<file path="src/rtl/cmdq_pkg.sv">
package cmdq_pkg;

    localparam int WORD_W = 16;
    localparam int CHAN_W = 6;
    localparam int IST_W  = 2;
    localparam int MODE_W = 2;
    localparam logic [CHAN_W-1:0] END_CHAN = 6'd63;
    localparam logic [MODE_W-1:0] MODE_OFF = 2'd0;

    // Command word layout, most significant field first.
    typedef struct packed {
        logic [5:0]        rsvd;
        logic              pause;
        logic              byp;
        logic [IST_W-1:0]  ist;
        logic [CHAN_W-1:0] chan;
    } cmd_word_t;

    typedef enum logic [1:0] {
        QS_IDLE   = 2'd0,
        QS_RUN    = 2'd1,
        QS_HOLD   = 2'd2
    } qstate_e;

    function automatic logic is_end_word(cmd_word_t w);
        return w.chan == END_CHAN;
    endfunction

endpackage

</file>
<file path="src/rtl/cmdq_queue_ctl.sv">
module cmdq_queue_ctl
    import cmdq_pkg::*;
#(
    parameter int IDX_W = 6
) (
    input  logic              clk,
    input  logic              rst,
    input  logic [MODE_W-1:0] mode,
    input  logic [IDX_W-1:0]  base_idx,
    input  logic              trig,
    input  logic              stop,
    input  logic              kill,
    input  logic              end_hit,
    input  logic              conv_fin,
    input  logic              fin_pause,
    output logic              flush,
    output logic              trig_ok,
    output logic              active,
    output logic              paused,
    output logic              done_pls,
    output logic [IDX_W-1:0]  ptr
);

    qstate_e           st_q;
    logic [MODE_W-1:0] mode_q;
    logic [IDX_W-1:0]  ptr_q;
    logic              done_q;

    // A flush comes from stop, the disabled mode or any change of mode.
    assign flush    = stop | (mode == MODE_OFF) | (mode != mode_q);
    assign trig_ok  = trig & ~flush;
    assign active   = (st_q == QS_RUN);
    assign paused   = (st_q == QS_HOLD);
    assign done_pls = done_q;
    assign ptr      = ptr_q;

    always_ff @(posedge clk) begin
        if (rst) begin
            st_q   <= QS_IDLE;
            mode_q <= MODE_OFF;
            ptr_q  <= '0;
            done_q <= 1'b0;
        end else begin
            mode_q <= mode;
            done_q <= 1'b0;
            if (flush || kill) begin
                st_q <= QS_IDLE;
            end else if (end_hit) begin
                st_q   <= QS_IDLE;
                done_q <= 1'b1;
            end else if (conv_fin) begin
                ptr_q <= ptr_q + 1'b1;
                st_q  <= fin_pause ? QS_HOLD : QS_RUN;
            end else if (trig) begin
                case (st_q)
                    QS_IDLE: begin
                        ptr_q <= base_idx;
                        st_q  <= QS_RUN;
                    end
                    QS_HOLD: st_q <= QS_RUN;
                    default: ;
                endcase
            end
        end
    end


    pause_hold_chk: assert property (@(posedge clk) disable iff (rst)
        (conv_fin && fin_pause && !flush && !kill) |=> paused);


    end_word_chk: assert property (@(posedge clk) disable iff (rst)
        (end_hit && !flush && !kill) |=> (done_pls && !active && !paused));


    flush_idle_chk: assert property (@(posedge clk) disable iff (rst)
        flush |=> (!active && !paused));


    retrig_ignore_chk: assert property (@(posedge clk) disable iff (rst)
        (active && trig && !flush && !kill && !conv_fin && !end_hit)
        |=> (active && $stable(ptr)));

endmodule

</file>
<file path="src/rtl/cmdq_issue.sv">
module cmdq_issue
    import cmdq_pkg::*;
#(
    parameter int IDX_W = 6
) (
    input  logic             free,
    input  logic [1:0]       act_v,
    input  logic [1:0]       flush_v,
    input  logic             q1_trig_ok,
    input  logic [IDX_W-1:0] ptr1,
    input  logic [IDX_W-1:0] ptr2,
    input  logic [WORD_W-1:0] tbl_data,
    output logic [IDX_W-1:0] tbl_addr,
    output logic             go,
    output logic             go_sel,
    output logic             go_end,
    output cmd_word_t        word
);

    logic can1;
    logic can2;
    logic rsvd_unused;

    // Queue 2 also yields in any cycle in which queue 1 is being triggered.
    assign can1     = act_v[0] & ~flush_v[0];
    assign can2     = act_v[1] & ~flush_v[1] & ~q1_trig_ok;
    assign go       = free & (can1 | can2);
    assign go_sel   = ~can1;
    assign tbl_addr = go_sel ? ptr2 : ptr1;
    assign word     = cmd_word_t'(tbl_data);
    assign go_end   = go & is_end_word(word);
    assign rsvd_unused = ^word.rsvd;

endmodule

</file>
<file path="src/rtl/cmdq_sequencer.sv">
module cmdq_sequencer
    import cmdq_pkg::*;
#(
    parameter int IDX_W  = 6,
    parameter int DATA_W = 10
) (
    input  logic              clk,
    input  logic              rst,
    input  logic [1:0]        q1_mode,
    input  logic [1:0]        q2_mode,
    input  logic [IDX_W-1:0]  q2_base,
    input  logic              q1_trig,
    input  logic              q2_trig,
    input  logic              stop,
    input  logic              frz_en,
    input  logic              frz_in,
    output logic [IDX_W-1:0]  tbl_addr,
    input  logic [15:0]       tbl_data,
    output logic              cnv_start,
    output logic              cnv_abort,
    output logic [5:0]        cnv_chan,
    output logic              cnv_byp,
    output logic [1:0]        cnv_ist,
    input  logic              cnv_done,
    input  logic [DATA_W-1:0] cnv_data,
    output logic              res_valid,
    output logic              res_qsel,
    output logic [IDX_W-1:0]  res_idx,
    output logic [DATA_W-1:0] res_data,
    output logic              q1_done,
    output logic              q2_done,
    output logic              q1_paused,
    output logic              q2_paused,
    output logic              q2_abrt,
    output logic [IDX_W-1:0]  q2_abrt_idx
);

    localparam int NQ = 2;

    logic [NQ-1:0][MODE_W-1:0] mode_v;
    logic [NQ-1:0][IDX_W-1:0]  base_v;
    logic [NQ-1:0][IDX_W-1:0]  ptr_v;
    logic [NQ-1:0] trig_v, kill_v, end_v, fin_v;
    logic [NQ-1:0] flush_v, trig_ok_v, act_v, paused_v, done_v;

    logic             busy_q, own_q, pause_q;
    logic [IDX_W-1:0] idx_q;
    logic             abrt_q;
    logic [IDX_W-1:0] abrt_idx_q;

    logic      fin, preempt, abort, frozen, free;
    logic      go, go_sel, go_end;
    cmd_word_t word;
    logic      trig2_unused;

    assign mode_v = {q2_mode, q1_mode};
    assign base_v = {q2_base, {IDX_W{1'b0}}};
    assign trig_v = {q2_trig, q1_trig};

    // Converter handshake qualifiers.
    assign fin     = busy_q & cnv_done;
    assign preempt = busy_q & ~cnv_done & own_q & trig_ok_v[0];
    assign abort   = busy_q & ~cnv_done & (flush_v[own_q] | preempt);
    assign frozen  = frz_en & frz_in;
    assign free    = ~busy_q & ~stop & ~frozen;

    assign kill_v = {preempt, 1'b0};
    assign fin_v  = {fin & own_q, fin & ~own_q};
    assign end_v  = {go_end & go_sel, go_end & ~go_sel};
    assign trig2_unused = trig_ok_v[1];

    for (genvar gi = 0; gi < NQ; gi++) begin : g_queue
        cmdq_queue_ctl #(.IDX_W(IDX_W)) q_i (
            .clk       (clk),
            .rst       (rst),
            .mode      (mode_v[gi]),
            .base_idx  (base_v[gi]),
            .trig      (trig_v[gi]),
            .stop      (stop),
            .kill      (kill_v[gi]),
            .end_hit   (end_v[gi]),
            .conv_fin  (fin_v[gi]),
            .fin_pause (pause_q),
            .flush     (flush_v[gi]),
            .trig_ok   (trig_ok_v[gi]),
            .active    (act_v[gi]),
            .paused    (paused_v[gi]),
            .done_pls  (done_v[gi]),
            .ptr       (ptr_v[gi])
        );
    end

    cmdq_issue #(.IDX_W(IDX_W)) issue_i (
        .free       (free),
        .act_v      (act_v),
        .flush_v    (flush_v),
        .q1_trig_ok (trig_ok_v[0]),
        .ptr1       (ptr_v[0]),
        .ptr2       (ptr_v[1]),
        .tbl_data   (tbl_data),
        .tbl_addr   (tbl_addr),
        .go         (go),
        .go_sel     (go_sel),
        .go_end     (go_end),
        .word       (word)
    );

    assign cnv_start = go & ~go_end;
    assign cnv_abort = abort;
    assign cnv_chan  = word.chan;
    assign cnv_byp   = word.byp;
    assign cnv_ist   = word.ist;

    always_ff @(posedge clk) begin
        if (rst) begin
            busy_q     <= 1'b0;
            own_q      <= 1'b0;
            pause_q    <= 1'b0;
            idx_q      <= '0;
            abrt_q     <= 1'b0;
            abrt_idx_q <= '0;
        end else begin
            abrt_q <= preempt;
            if (preempt) begin
                abrt_idx_q <= idx_q;
            end
            if (cnv_start) begin
                busy_q  <= 1'b1;
                own_q   <= go_sel;
                idx_q   <= tbl_addr;
                pause_q <= word.pause;
            end else if (fin || abort) begin
                busy_q <= 1'b0;
            end
        end
    end

    assign res_valid   = fin;
    assign res_qsel    = own_q;
    assign res_idx     = idx_q;
    assign res_data    = cnv_data;
    assign q1_done     = done_v[0];
    assign q2_done     = done_v[1];
    assign q1_paused   = paused_v[0];
    assign q2_paused   = paused_v[1];
    assign q2_abrt     = abrt_q;
    assign q2_abrt_idx = abrt_idx_q;


    preempt_abort_chk: assert property (@(posedge clk) disable iff (rst)
        (busy_q && own_q && trig_ok_v[0] && !cnv_done)
        |-> cnv_abort ##1 (q2_abrt && q2_abrt_idx == $past(idx_q)));


    disable_abort_chk: assert property (@(posedge clk) disable iff (rst)
        (busy_q && !own_q && q1_mode == MODE_OFF && !cnv_done) |-> cnv_abort);


    stop_quiet_chk: assert property (@(posedge clk) disable iff (rst)
        stop |=> (!busy_q && !cnv_start));


    freeze_hold_chk: assert property (@(posedge clk) disable iff (rst)
        (frz_en && frz_in) |-> !cnv_start);


    single_flight_chk: assert property (@(posedge clk) disable iff (rst)
        cnv_start |=> !cnv_start);

endmodule

</file>
<file path="config.mk">
export PLATFORM = sky130hd
export DESIGN_NAME = cmdq_sequencer
export DESIGN_NICKNAME = d
export VERILOG_FILES = /design/src/rtl/cmdq_pkg.sv /design/src/rtl/cmdq_queue_ctl.sv /design/src/rtl/cmdq_issue.sv /design/src/rtl/cmdq_sequencer.sv
export SDC_FILE = /design/constraint.sdc
export NUM_CORES = 1
export LEC_CHECK = 0
export BUFFER_PORTS_ARGS = -buffer_cell sky130_fd_sc_hd__buf_2
export CORE_ASPECT_RATIO = 0.7
export CORE_UTILIZATION = 46
export DETAILED_ROUTE_END_ITERATION = 12
export PLACE_DENSITY = 0.78
export SLEW_MARGIN = 5
export SYNTH_ARGS = -nofsm -noshare
export SYNTH_HDL_FRONTEND = slang
export SYNTH_HIERARCHICAL = 1
export SYNTH_SLANG_ARGS = --single-unit
</file>
<file path="constraint.sdc">
create_clock -name clk -period 3.3 [get_ports clk]
set_clock_uncertainty 0.05 [all_clocks]
set_input_delay 0.33 -clock clk [delete_from_list [all_inputs] [get_ports clk]]
set_output_delay 0.33 -clock clk [all_outputs]
set_load 0.01 [all_outputs]
</file>
==> results.tsv <==
stage	metric	value	unit
sta	rsz0062_at_grt	false	
place	dp.cells	343	
worst_setup_path	r2r_cells	10	
floorplanning	die_h	58.84	µm
sta	min_period	2638	ps
layout	final_nets	341	
synth	synth_area_per_cell	8.562	µm²
routing	drt-total-wl	4736	µm
power	total_power	928.0	µW
power	switching_share	22.78	%
sta	max_freq	379.0	MHz
sta	slew_headroom	51.31	%
routing	first_iter_violations	141	
sta	finalCritPeriodShare	79.95	%
global_route	grt_pass1_wl	7389	µm
routing	vias	1876	
floorplanning	initial_core_util	48.49	%
place	port_buffers	57	
routing	drc	0	
worst_setup_path	crit_end	g_queue[0].q_i/ptr[3]$_SDFFE_PP0P_	
floorplanning	core-area	4379	µm²
worst_setup_path	critPathLaunch	g_queue[0].q_i/mode_q[0]$_SDFF_PP0_	
layout	area_growth	14.61	%
clock_network	worstSkewPairLatency	290	ps
floorplanning	die-area	4896	µm²
global_route	grtUsageTotal	19.16	%
sta	fin_hold_ws	214.6	ps
power	p_comb_share	7.0	%
min_path	hold_class	in -> reg	
layout	final_cell_count_no_fill	351	
clock_network	clk_pin_slew	80	ps
floorplanning	io_pins	90	
sta	finalSetupTns	0	ps
clock_network	cts_root_buf	clkbuf_8	
place	hpwl	3420	µm
power	leakage	0.001043	µW
clock_network	postCtsHoldBufs	0	
layout	num_antenna_cells	0	
floorplanning	die_x	83.21	µm
clock_network	htree_levels	2	
worst_setup_path	endpoint_kind	flip-flop	
floorplanning	row_count	20	
worst_setup_path	cp-start-kind	flip-flop	
global_route	grt_max_degree	45	
clock_network	cts_made_buffers	5	
status	outcome	finished clean	
sta	maxSlewViolCount	0	
power	clkPwrFrac	42.8	%
power	power.density	381.3	nW/µm²
global_route	grt_pass1_vias	1589	
layout	nFillCells	401	
worst_setup_path	slowest_stage	or3b_4	
worst_setup_path	crit_type	reg -> reg	
routing	dr.pass1.iters	4	
global_route	grt_overflow	0	
min_path	holdPathStages	2	
layout	drive_gt1_share	28.04	%
clock_network	cts_setup_buffers	0	
synth	netlist_area	2123	µm²
clock_network	cts_buffer_depth	2	
power	intPower	716.6	µW
power	switchingPower	211.4	µW
clock_network	cts_num_sinks	38	
place	place_congestion	0.9011	
routing	wire_per_inst	13.49	µm
sta	report.final.setup_viol	0	
job	drv_cap	0	
worst_setup_path	crit_path_max_fanout	9	
synth	yosysWarnings	6	
synth	syn_inst	248	
clock_network	cts_resized	0	
worst_setup_path	r2r_slack	660	ps
worst_setup_path	crit_chain	xor2_1 > o22a_1 > nor2_1 > or3b_4 > a211oi_2 > nor2b_1 > nor2_1 > o21ai_1 > or2_1 > o32ai_1	
worst_setup_path	rr_endpoint	g_queue[0].q_i/ptr[3]$_SDFFE_PP0P_	
worst_setup_path	path_common_cell	nor2_1	
sta	tightest_slew	730.4	ps
routing	routed_via_density	5.345	
worst_setup_path	cpPeakStageDelay	390	ps
global_route	antenna_found_initial	0	
power	irDropWorstVdd	0.2868	mV
clock_network	cts_tree	built	
sta	hold_viol_final	0	
routing	ant_nets	0	
worst_setup_path	rr_startpoint	g_queue[0].q_i/mode_q[0]$_SDFF_PP0_	
worst_setup_path	required	3400	ps
worst_setup_path	cp.arrival	2740	ps
power	seqPwrFrac	50.2	%
## final cells by class
class	count	area, µm²	share of cell area (%)
tap	55	68.82	2.828
timing repair buffer	62	322.8	13.26
multi-input combinational	182	1142	46.94
clock buffer	5	68.82	2.828
clock inverter	3	45.04	1.851
sequential	38	760.7	31.26
inverter	6	25.02	1.028
## worst min path at each step
stage                             from                             endpoint
6_report                    q2_mode[1]  g_queue[1].q_i/mode_q[1]$_SDFF_PP0_
5_1_grt                    tbl_data[9]                 pause_q$_SDFFE_PP0P_
4_1_cts                     q2_mode[1]  g_queue[1].q_i/mode_q[1]$_SDFF_PP0_
3_5_place_dp   res_idx[3]$_SDFFE_PP0P_              res_idx[3]$_SDFFE_PP0P_
3_3_place_gp   res_idx[4]$_SDFFE_PP0P_              res_idx[4]$_SDFFE_PP0P_
2_1_floorplan     pause_q$_SDFFE_PP0P_                 pause_q$_SDFFE_PP0P_
## registers in the layout, summed over array words and instances (netlist names)
register / count
q2_abrt: 1
pause_q: 1
g_queue.q_i/ptr: 12
g_queue.q_i/st_q: 4
busy_q: 1
q2_abrt_idx: 6
g_queue.q_i/mode_q: 4
g_queue.q_i/done_pls: 2
res_qsel: 1
res_idx: 6
## worst max-delay path: cells and delay by family (launching register included)
family / cells / cell delay (ps)
simple gates: 5 / 1100
xor+xnor: 1 / 150
flops: 1 / 350
compound gates: 4 / 850
## metal layers
layer,share of wire [%],vias to the layer above,track usage [%]
met5,0,-,0
met1,48,873,26.34
met4,0.99,0,6.158
li1,-,945,-
met3,5.6,7,4.769
met2,46,51,29.86
## power groups by stage
stage	logic (µW)	clock network (µW)	registers, µW
after floorplan	59.1	0	476
after global placement	63.2	0	477
after detailed placement	64.6	0	477
after CTS	64.7	408	466
after global routing	71.8	430	467
final	64.7	397	466
## metrics by stage
stage	setup slack, ps	instance area, µm²	utilization (%)
floorplan	894.4	2157	-
global route	516.0	2434	55.57
global placement	587.3	2320	52.97
detailed placement	524.1	2320	52.97
finish	661.8	2434	55.57
CTS	688.9	2434	55.57
## layout by cell type, fill, tap and decap left out, types with 3 or more instances in the layout
| cell | count |
|---|---|
| a211oi_1 | 5 |
| a21oi_1 | 21 |
| buf_2 | 57 |
| buf_4 | 5 |
| clkbuf_8 | 5 |
| conb_1 | 10 |
| dfxtp_1 | 38 |
| inv_1 | 3 |
| mux2_2 | 5 |
| mux2i_1 | 8 |
| nand2_1 | 22 |
| nand2b_1 | 10 |
| nand3_1 | 5 |
| nor2_1 | 17 |
| nor2b_1 | 12 |
| nor3_1 | 8 |
| nor3b_1 | 3 |
| o21ai_1 | 3 |
| o31ai_1 | 4 |
| o32ai_1 | 8 |
| or4_1 | 4 |
No activity file was read; power rests on OpenSTA's default activity.
